`src/rtl/mw_pkg.sv`:
```
package mw_pkg;

    localparam int HDR_BITS  = 10;
    localparam int DATA_MAX  = 16;
    localparam int FRAME_MAX = HDR_BITS + DATA_MAX;
    localparam int ADDR_W    = 7;

    typedef enum logic [2:0] {
        OP_READ  = 3'd0,
        OP_WRITE = 3'd1,
        OP_ERASE = 3'd2,
        OP_WREN  = 3'd3,
        OP_WRDIS = 3'd4,
        OP_WRALL = 3'd5,
        OP_ERALL = 3'd6,
        OP_RSVD  = 3'd7
    } mw_op_e;

    typedef enum logic [2:0] {
        ST_IDLE, ST_CSS, ST_SETUP, ST_HIGH, ST_LOW, ST_CSLO, ST_POLL, ST_END
    } mw_state_e;

    typedef enum logic [1:0] {
        SG_TX, SG_DUMMY, SG_RX, SG_POLL
    } mw_stage_e;

    typedef struct packed {
        logic is_read;
        logic has_data;
        logic polls;
    } mw_class_t;

    function automatic logic [HDR_BITS-1:0] mw_header(mw_op_e op, logic [ADDR_W-1:0] a);
        case (op)
            OP_READ:  return {1'b1, 2'b10, a};
            OP_WRITE: return {1'b1, 2'b01, a};
            OP_ERASE: return {1'b1, 2'b11, a};
            OP_WREN:  return {1'b1, 2'b00, 2'b11, a[4:0]};
            OP_WRALL: return {1'b1, 2'b00, 2'b01, a[4:0]};
            OP_ERALL: return {1'b1, 2'b00, 2'b10, a[4:0]};
            default:  return {1'b1, 2'b00, 2'b00, a[4:0]};
        endcase
    endfunction

    function automatic mw_class_t mw_classify(mw_op_e op);
        mw_class_t c;
        c.is_read  = (op == OP_READ);
        c.has_data = (op == OP_WRITE) || (op == OP_WRALL);
        c.polls    = (op == OP_WRITE) || (op == OP_ERASE) ||
                     (op == OP_WRALL) || (op == OP_ERALL);
        return c;
    endfunction

endpackage

```
`src/rtl/mw_timer.sv`:
```
module mw_timer #(
    parameter int CW = 2
) (
    input  logic          clk,
    input  logic          rst,
    input  logic          load,
    input  logic [CW-1:0] val,
    output logic          expired
);
    logic [CW-1:0] cnt_q;

    always_ff @(posedge clk) begin
        if (rst)
            cnt_q <= '0;
        else if (load)
            cnt_q <= val;
        else if (cnt_q != '0)
            cnt_q <= cnt_q - 1'b1;
    end

    assign expired = (cnt_q == '0);
endmodule

```
`src/rtl/mw_txshift.sv`:
```
module mw_txshift #(
    parameter int W = 26
) (
    input  logic         clk,
    input  logic         rst,
    input  logic         load,
    input  logic [W-1:0] din,
    input  logic         shift,
    output logic         msb
);
    logic [W-1:0] sr_q;

    always_ff @(posedge clk) begin
        if (rst)
            sr_q <= '0;
        else if (load)
            sr_q <= din;
        else if (shift)
            sr_q <= {sr_q[W-2:0], 1'b0};
    end

    assign msb = sr_q[W-1];
endmodule

```
`src/rtl/mw_seq.sv`:
```
module mw_seq
    import mw_pkg::*;
#(
    parameter int T_SKH    = 2,
    parameter int T_SKL    = 2,
    parameter int T_CSS    = 3,
    parameter int T_CS     = 2,
    parameter int T_DIS    = 1,
    parameter int T_POLL   = 4,
    parameter int POLL_MAX = 10
) (
    input  logic        clk,
    input  logic        rst,
    input  logic        start_i,
    input  logic [2:0]  op_i,
    input  logic [6:0]  addr_i,
    input  logic [15:0] wdata_i,
    input  logic [3:0]  data_bits_m1_i,
    input  logic [3:0]  read_bits_m1_i,
    input  logic        eep_do_i,
    output logic        eep_cs_o,
    output logic        eep_sclk_o,
    output logic        eep_di_o,
    output logic        busy_o,
    output logic        done_o,
    output logic [15:0] rdata_o,
    output logic        timeout_o
);
    localparam int T_A   = (T_SKH > T_SKL) ? T_SKH : T_SKL;
    localparam int T_B   = (T_CSS > T_CS) ? T_CSS : T_CS;
    localparam int T_C   = (T_DIS > T_POLL) ? T_DIS : T_POLL;
    localparam int T_AB  = (T_A > T_B) ? T_A : T_B;
    localparam int T_MAX = (T_AB > T_C) ? T_AB : T_C;
    localparam int CW    = $clog2(T_MAX + 1);
    localparam int PW    = $clog2(POLL_MAX + 1);
    localparam int BW    = $clog2(FRAME_MAX + 1);

    mw_state_e       state_q, nxt_state;
    mw_stage_e       stage_q;
    mw_class_t       cls_q, cls_in;
    logic [BW-1:0]   bits_left_q;
    logic [4:0]      rx_left_q;
    logic [3:0]      rd_m1_q;
    logic [PW-1:0]   poll_cnt_q;
    logic [15:0]     rdata_q;
    logic            timeout_q, done_q;
    logic            fire, t_exp, tx_msb;
    logic [15:0]     wdata_al;
    logic [FRAME_MAX-1:0] frame_in;
    logic [BW-1:0]   total_bits;
    logic            poll_last;

    function automatic logic [CW-1:0] dur_m1(mw_state_e s);
        case (s)
            ST_CSS:   return CW'(T_CSS - 1);
            ST_SETUP: return CW'(T_DIS - 1);
            ST_HIGH:  return CW'(T_SKH - 1);
            ST_LOW:   return CW'(T_SKL - 1);
            ST_CSLO:  return CW'(T_CS - 1);
            ST_POLL:  return CW'(T_POLL - 1);
            ST_END:   return CW'(T_CS - 1);
            default:  return '0;
        endcase
    endfunction

    assign cls_in     = mw_classify(mw_op_e'(op_i));
    assign wdata_al   = wdata_i << (4'd15 - data_bits_m1_i);
    assign frame_in   = {mw_header(mw_op_e'(op_i), addr_i), wdata_al};
    assign total_bits = cls_in.has_data ? BW'(HDR_BITS) + BW'(data_bits_m1_i) + BW'(1)
                                        : BW'(HDR_BITS);
    assign poll_last  = (poll_cnt_q == PW'(POLL_MAX - 1));
    assign fire       = (state_q == ST_IDLE) ? start_i : t_exp;

    always_comb begin
        nxt_state = state_q;
        case (state_q)
            ST_IDLE:  nxt_state = ST_CSS;
            ST_CSS:   nxt_state = (stage_q == SG_POLL) ? ST_POLL : ST_SETUP;
            ST_SETUP: nxt_state = ST_HIGH;
            ST_HIGH:  nxt_state = ST_LOW;
            ST_LOW: begin
                case (stage_q)
                    SG_TX: begin
                        if (bits_left_q != BW'(1))
                            nxt_state = ST_SETUP;
                        else if (cls_q.is_read)
                            nxt_state = ST_HIGH;
                        else if (cls_q.polls)
                            nxt_state = ST_CSLO;
                        else
                            nxt_state = ST_END;
                    end
                    SG_DUMMY: nxt_state = ST_HIGH;
                    SG_RX:    nxt_state = (rx_left_q == 5'd1) ? ST_END : ST_HIGH;
                    default:  nxt_state = ST_END;
                endcase
            end
            ST_CSLO:  nxt_state = ST_CSS;
            ST_POLL:  nxt_state = (eep_do_i || poll_last) ? ST_END : ST_POLL;
            ST_END:   nxt_state = ST_IDLE;
            default:  nxt_state = ST_IDLE;
        endcase
    end

    mw_timer #(.CW(CW)) u_timer (
        .clk     (clk),
        .rst     (rst),
        .load    (fire),
        .val     (dur_m1(nxt_state)),
        .expired (t_exp)
    );

    mw_txshift #(.W(FRAME_MAX)) u_tx (
        .clk   (clk),
        .rst   (rst),
        .load  (fire && state_q == ST_IDLE),
        .din   (frame_in),
        .shift (fire && state_q == ST_LOW && stage_q == SG_TX),
        .msb   (tx_msb)
    );

    always_ff @(posedge clk) begin
        if (rst) begin
            state_q     <= ST_IDLE;
            stage_q     <= SG_TX;
            cls_q       <= '0;
            bits_left_q <= '0;
            rx_left_q   <= '0;
            rd_m1_q     <= '0;
            poll_cnt_q  <= '0;
            rdata_q     <= '0;
            timeout_q   <= 1'b0;
            done_q      <= 1'b0;
        end else begin
            done_q <= fire && (state_q == ST_END);
            if (fire) begin
                state_q <= nxt_state;
                case (state_q)
                    ST_IDLE: begin
                        cls_q       <= cls_in;
                        rd_m1_q     <= read_bits_m1_i;
                        bits_left_q <= total_bits;
                        stage_q     <= SG_TX;
                        rdata_q     <= '0;
                        timeout_q   <= 1'b0;
                        poll_cnt_q  <= '0;
                    end
                    ST_LOW: begin
                        case (stage_q)
                            SG_TX: begin
                                bits_left_q <= bits_left_q - 1'b1;
                                if (bits_left_q == BW'(1)) begin
                                    if (cls_q.is_read)
                                        stage_q <= SG_DUMMY;
                                    else if (cls_q.polls)
                                        stage_q <= SG_POLL;
                                end
                            end
                            SG_DUMMY: begin
                                stage_q   <= SG_RX;
                                rx_left_q <= {1'b0, rd_m1_q} + 5'd1;
                            end
                            SG_RX: begin
                                rdata_q   <= {rdata_q[14:0], eep_do_i};
                                rx_left_q <= rx_left_q - 1'b1;
                            end
                            default: ;
                        endcase
                    end
                    ST_POLL: begin
                        if (!eep_do_i) begin
                            poll_cnt_q <= poll_cnt_q + 1'b1;
                            if (poll_last)
                                timeout_q <= 1'b1;
                        end
                    end
                    default: ;
                endcase
            end
        end
    end

    assign eep_cs_o   = (state_q == ST_CSS) || (state_q == ST_SETUP) || (state_q == ST_HIGH) ||
                        (state_q == ST_LOW) || (state_q == ST_POLL);
    assign eep_sclk_o = (state_q == ST_HIGH);
    assign eep_di_o   = (stage_q == SG_TX) && tx_msb &&
                        ((state_q == ST_SETUP) || (state_q == ST_HIGH) || (state_q == ST_LOW));
    assign busy_o     = (state_q != ST_IDLE);
    assign done_o     = done_q;
    assign rdata_o    = rdata_q;
    assign timeout_o  = timeout_q;

    a_r1_idle_pins_low: assert property (@(posedge clk) disable iff (rst)
        !busy_o |-> (!eep_cs_o && !eep_sclk_o && !eep_di_o));
    a_r4_clock_inside_select: assert property (@(posedge clk) disable iff (rst)
        eep_sclk_o |-> eep_cs_o);
    a_r4_di_steady_on_high: assert property (@(posedge clk) disable iff (rst)
        (eep_sclk_o && $past(eep_sclk_o)) |-> $stable(eep_di_o));
    a_r9_done_one_cycle: assert property (@(posedge clk) disable iff (rst)
        done_o |=> !done_o);
    a_r6_poll_bounded: assert property (@(posedge clk) disable iff (rst)
        poll_cnt_q <= PW'(POLL_MAX));
    a_r7_timeout_after_poll: assert property (@(posedge clk) disable iff (rst)
        $rose(timeout_o) |-> ($past(state_q) == ST_POLL));
    a_r10_start_ignored_busy: assert property (@(posedge clk) disable iff (rst)
        (busy_o && start_i) |=> $stable(cls_q));
endmodule

```
`config.mk`:
```
export PLATFORM = sky130hd
export DESIGN_NAME = mw_seq
export DESIGN_NICKNAME = d
export VERILOG_FILES = /design/src/rtl/mw_pkg.sv /design/src/rtl/mw_timer.sv /design/src/rtl/mw_txshift.sv /design/src/rtl/mw_seq.sv
export SDC_FILE = /design/constraint.sdc
export NUM_CORES = 1
export LEC_CHECK = 0
export BUFFER_PORTS_ARGS = -buffer_cell sky130_fd_sc_hd__clkbuf_2
export CORE_ASPECT_RATIO = 0.7
export CORE_UTILIZATION = 45
export CTS_CLUSTER_SIZE = 10
export DETAILED_ROUTE_END_ITERATION = 7
export MAX_ROUTING_LAYER = met4
export PLACE_DENSITY_LB_ADDON = 0.25
export SLEW_MARGIN = 5
export SYNTH_ARGS = -nofsm -noshare
export SYNTH_HDL_FRONTEND = slang
export SYNTH_SLANG_ARGS = --single-unit
```
`constraint.sdc`:
```
create_clock -name clk -period 6.45 [get_ports clk]
set_input_delay 1.29 -clock clk [delete_from_list [all_inputs] [get_ports clk]]
set_output_delay 1.29 -clock clk [all_outputs]
set_load 0.005 [all_outputs]
```
==> results of run 1 <==
per-layer routing:
layer	up-vias	global-route usage, %	routed length [µm]
met5	-	-	0
met4	0	5.83	73
met3	10	6.32	678
met2	134	31.5	4370
met1	1821	30.4	5000
li1	1918	-	-
cell families after synthesis:
| group | synth area share (%) |
|---|---|
| simple gates | 22.4 |
| compound gates | 18.5 |
| flops | 34.2 |
| buf+inv | 5.62 |
| mux | 13.5 |
| fa+ha+maj | 4.46 |
| xor+xnor | 1.25 |
power by group through the flow:
stage	clock network, W	logic, W	registers, W
after detailed placement	0	0.000497	0.000584
after global routing	0.000537	0.000565	0.000585
after floorplan	0	0.000401	0.000556
after CTS	0.000514	0.000502	0.000575
after global placement	0	0.000488	0.000582
final	0.000503	0.000504	0.000577
worst max path at each step:
stage | startpoint | endpoint | slack [ns] | depth (start not counted)
2_1_floorplan | data_bits_m1_i[1] | u_tx.sr_q[14]$_SDFFE_PP0P_ | 3.54 | 6
3_3_place_gp | data_bits_m1_i[0] | u_tx.sr_q[15]$_SDFFE_PP0P_ | 3.33 | 5
3_5_place_dp | data_bits_m1_i[0] | u_tx.sr_q[15]$_SDFFE_PP0P_ | 3.24 | 6
4_1_cts | state_q[2]$_SDFFE_PP0P_ | eep_di_o | 3.08 | 4
5_1_grt | state_q[2]$_SDFFE_PP0P_ | eep_di_o | 2.94 | 4
6_report | state_q[2]$_SDFFE_PP0P_ | eep_di_o | 3.09 | 4
Yosys cell counts (all sizes together), types with 2 or more instances:
cell type  count  share of area, %
a211oi        15               2.7
a21oi         47               5.6
a221oi         4              0.83
a22oi          4              0.71
a2bb2oi        2              0.42
a311oi         5               1.0
a31oi          3              0.45
and2           2              0.30
buf            8              0.98
clkbuf        31               2.8
dfxtp         72                34
ha            15               4.5
inv           21               1.9
mux2           6               1.6
mux2i         23               5.5
mux4          12               6.4
nand2         50               4.5
nand2b         8               1.2
nand3         30               3.6
nand4          4              0.59
nand4b         2              0.42
nor2          60               5.4
nor2b          5              0.74
nor3          18               2.1
nor3b          2              0.48
nor4           6              0.89
o211ai         4              0.71
o21a           2              0.36
o21ai         20               2.4
o22ai          2              0.30
o311ai         2              0.83
or3            3              0.45
or3b           2              0.42
or4b           2              0.56
xnor2          3              0.62
xor2           3              0.62
sequential cells by signal, summed over array words and instances, names as in the netlist, 2 cells and up:
register	cells
poll_cnt_q	4
u_tx.sr_q	26
stage_q	2
u_timer.cnt_q	3
rd_m1_q	4
rx_left_q	5
rdata_o	16
cls_q	2
state_q	3
bits_left_q	5
worst register-to-register path: cells and delay by family, from the launching register on:
family	cells	cell delay, ns
compound gates	3	1.57
fa+ha+maj	2	0.62
buf+inv	1	0.07
flops	1	0.30
simple gates	2	0.34
stage by stage:
stage          cells  worst slack, ns
2_1_floorplan    513             3.54
3_3_place_gp     662             3.33
3_5_place_dp     662             3.24
4_1_cts          678             3.08
5_1_grt          678             2.94
6_report         678             3.09
area by class of cell:
type / count / area [µm²]
inverters: 21 / 78.8
flip-flops and latches: 72 / 1440
well taps: 124 / 155
clock buffers: 12 / 256
fillers: 892 / 4220
repair buffers: 64 / 333
clock inverters: 4 / 52.6
multi-input cells: 381 / 2530
==> reports/metrics.csv, run 1 <==
metric,value,unit
status,"finished, final reports clean",
Clock Power Share,31.8,%
max cap viols,0,
"leading cell type in the layout, fill and taps excluded",dfxtp_1,
crit path cell chain,"or3b_1, o21ai_0, and3_1, clkbuf_2",
H-tree Lvls,3,
Fin. Hold Viols,0,
Final ANT Viol Nets,0,
fin util,53.4,%
Psw,0.000556,W
sequential power share,36.4,%
Final Setup Violations,0,
port buffer count,59,
Leak,1.93,nW
CTS resizes,0,
Vias/cell,5.73,
routability cong.,0.895,
most frequent cells in the layout,"72 x dfxtp_1, 60 x nor2_1, 59 x clkbuf_2, 50 x nand2_1, 47 x a21oi_1",
Critical path buffers and inverters,1,
YS warnings,0,
Ports,60,
Peak supply drop,0.155,mV
R2R setup slack,3.47,ns
Critical Path Sink Type,output port,
Most used DFF post-synth,dfxtp_1,
detailed placement HPWL,6.87,mm
CP arrival,2.07,ns
final worst clock skew,0.00542,ns
initial antenna violation count,0,
cell count after synthesis,513,
reg-to-reg startpoint,u_timer.cnt_q[1]$_SDFFE_PP0P_,
Initial Util,46.4,%
Pre-antenna DRT Iters,5,
layout cells sized above 1,18.2,%
largest net degree at the start of global routing,73,
CP max FO,18,
Area Growth Syn to Fin,15.2,%
RSZ-0062 raised after global routing,no,
vias in the first global route,3678,
Post-Syn Nets,566,
Yosys cell types,57,
Min-Delay Path Depth,2,
worst skew pair latency,0.33,ns
Die Y-Extent,82.9,µm
Die X,118,µm
type of origin of the critical path,flip-flop,
Worst R2R Path Depth,8,
CTS tree,yes,
min-delay worst type,reg2reg,
hold slack final,0.455,ns
register bit total from synthesis,72,
fin crit share,52.1,%
f_max,0.297,GHz
hold buffers post-CTS,0,
Post-synth EDFFs,0,
Crit path required time,5.16,ns
antenna cell count,0,
Setup CP Type,reg2out,
"Largest stage delay, worst path",0.66,ns
Placed Area,4540,µm²
Syn Area/Cell,8.20,µm²
post-layout min period,3.36,ns
CP max-delay cell,dfxtp_1,
Hold EP,rdata_o[15]$_SDFFE_PP0P_,
DR vias,3883,
Pwr Total,0.00158,W
synthesized cell area,4210,µm²
total CTS buffers,9,
first-pass GRT wire length,17.0,mm
Final nets,602,
grt total ovfl,0,
Die ar.,9750,µm²
Max clock buf depth,2,
Switching Share,35.1,%
Site Rows,29,
CTS Root Buffer Type,clkbuf_16,
Critical R2R Capture,rdata_o[0]$_SDFFE_PP0P_,
fin area,4850,µm²
Routed wire per std cell,14.9,µm
final WL,10.1,mm
drt drc,0,
Max-slew headroom,23.5,%
initial drt markers,263,
combinational share of power,31.8,%
Post-CTS Setup Repair Bufs,0,
Placeable Area,9070,µm²
asr flop ratio synth,0,%
GRT Total Usage,22.1,%
clock-pin slew on the worst setup and hold paths,0.05,ns
CP top delay family,simple AND/OR/NAND/NOR gates,
Pint,0.00103,W
CTS sink cnt,72,
P per Cell Area,327,nW/µm²
final setup TNS,0,ns
Max Slew Vio Count,0,
register area share after synthesis,34.2,%
critical hold path startpoint,rdata_o[15]$_SDFFE_PP0P_,
Worst Max-Slew Pin Slew,1.15,ns
(Power assumes the default switching activity.)
==> run 2, diff against run 1 <==
- clock period: 6.45 -> 3.4 ns (I/O delays scaled with it)
==> reports/metrics.csv, run 2 (synthesis gave the netlist of run 1 again) <==
metric,value,unit
Pre-antenna DRT Iters,5,
GRT Total Usage,22.0,%
Critical Path Sink Type,output port,
largest net degree at the start of global routing,39,
initial antenna violation count,0,
Placeable Area,9070,µm²
Routed wire per std cell,14.4,µm
Final nets,606,
vias in the first global route,3520,
fin crit share,80.7,%
Post-CTS Setup Repair Bufs,0,
"leading cell type in the layout, fill and taps excluded",dfxtp_1,
Fin. Hold Viols,0,
Die X,118,µm
RSZ-0062 raised after global routing,no,
final worst clock skew,0.00633,ns
status,"finished, final reports clean",
Final ANT Viol Nets,0,
max cap viols,0,
Leak,1.96,nW
initial drt markers,352,
Max-slew headroom,29.1,%
Ports,60,
CTS tree,yes,
most frequent cells in the layout,"72 x dfxtp_1, 60 x nor2_1, 59 x clkbuf_2, 50 x nand2_1, 47 x a21oi_1",
CTS resizes,0,
max reg flops,26,
final setup TNS,0,ns
antenna cell count,0,
grt total ovfl,0,
Site Rows,29,
Setup CP Type,reg2out,
min-delay worst type,reg2reg,
drt drc,0,
P per Cell Area,616,nW/µm²
Vias/cell,5.59,
Die Y-Extent,82.9,µm
port buffer count,59,
worst skew pair latency,0.33,ns
routability cong.,0.906,
type of origin of the critical path,flip-flop,
Max clock buf depth,2,
Area Growth Syn to Fin,15.9,%
DR vias,3809,
Crit path required time,2.72,ns
CP max FO,18,
Peak supply drop,0.276,mV
f_max,0.364,GHz
H-tree Lvls,3,
Top reg by flops,u_tx.sr_q,
layout cells sized above 1,19.0,%
detailed placement HPWL,7.11,mm
Initial Util,46.4,%
Die ar.,9750,µm²
Worst Max-Slew Pin Slew,1.06,ns
CP arrival,2.07,ns
Max Slew Vio Count,0,
Final Setup Violations,0,
hold buffers post-CTS,0,
post-layout min period,2.75,ns
hold slack final,0.453,ns
final WL,9.82,mm
CTS sink cnt,72,
total CTS buffers,9,
clock-pin slew on the worst setup and hold paths,0.06,ns
CTS Root Buffer Type,clkbuf_16,
first-pass GRT wire length,16.9,mm
[run 2: cell count changes in the layout (fill, tap and decap cells not counted)]
| cell | change |
|---|---|
| buf_4 | +4 |
| clkbuf_1 | -1 |
| clkbuf_8 | -1 |
| clkinv_2 | +1 |
| clkinv_4 | +3 |
| clkinvlp_4 | -2 |
[run 2: worst paths after layout]
path	start	to	slack, ns	depth (start not counted)
max	state_q[2]$_SDFFE_PP0P_	eep_di_o	0.65	4
min	rdata_o[15]$_SDFFE_PP0P_	rdata_o[15]$_SDFFE_PP0P_	0.45	2
max reg2reg	state_q[2]$_SDFFE_PP0P_	u_timer.cnt_q[1]$_SDFFE_PP0P_	0.99	5
min reg2reg	rdata_o[15]$_SDFFE_PP0P_	rdata_o[15]$_SDFFE_PP0P_	0.45	2
[run 2: routing by layer]
metal  routed length (µm)  share of wire (%)  GRT usage (%)  vias to the layer above
met2                 4140                 42           30.6                      111
met1                 4950                 50           30.8                     1749
met5                    0                  0              -                        -
li1                     -                  -              -                     1935
met3                  587                6.0           5.43                       14
met4                  140                1.4           7.69                        0
[run 2: final cells by class]
class | instances | area (µm²)
Fill cell | 880 | 4190
Multi-Input combinational cell | 381 | 2530
Sequential cell | 72 | 1440
Timing Repair Buffer | 68 | 363
Clock buffer | 10 | 239
Tap cell | 124 | 155
Inverter | 21 | 78.8
Clock inverter | 6 | 68.8
[run 2: worst max-delay path: stages (launching register included)]
cell and delay [ns]:
dfxtp_1 0.63, or3b_1 0.62, o21ai_0 0.15, and3_1 0.20, clkbuf_2 0.12
[run 2: power by group]
| part | internal (W) | leakage, nW | switching [W] | total (W) |
|---|---|---|---|---|
| sequential | 0.000976 | 0.587 | 0.000116 | 0.00109 |
| combinational | 0.000379 | 1.22 | 0.000583 | 0.000962 |
| clock | 0.000590 | 0.149 | 0.000360 | 0.000949 |
| total | 0.00194 | 1.96 | 0.00106 | 0.00300 |
[run 2: through the flow]
stage	power (W)	cells	instance area, µm²	utilization, %	setup WS (ns)
after floorplan	0.00181	513	4210	-	1.10
after global placement	0.00204	666	4570	50.4	0.869
after detailed placement	0.00207	666	4570	50.4	0.829
after CTS	0.00302	682	4880	53.8	0.673
after global routing	0.00321	682	4880	53.8	0.492
final	0.00300	682	4880	53.8	0.655
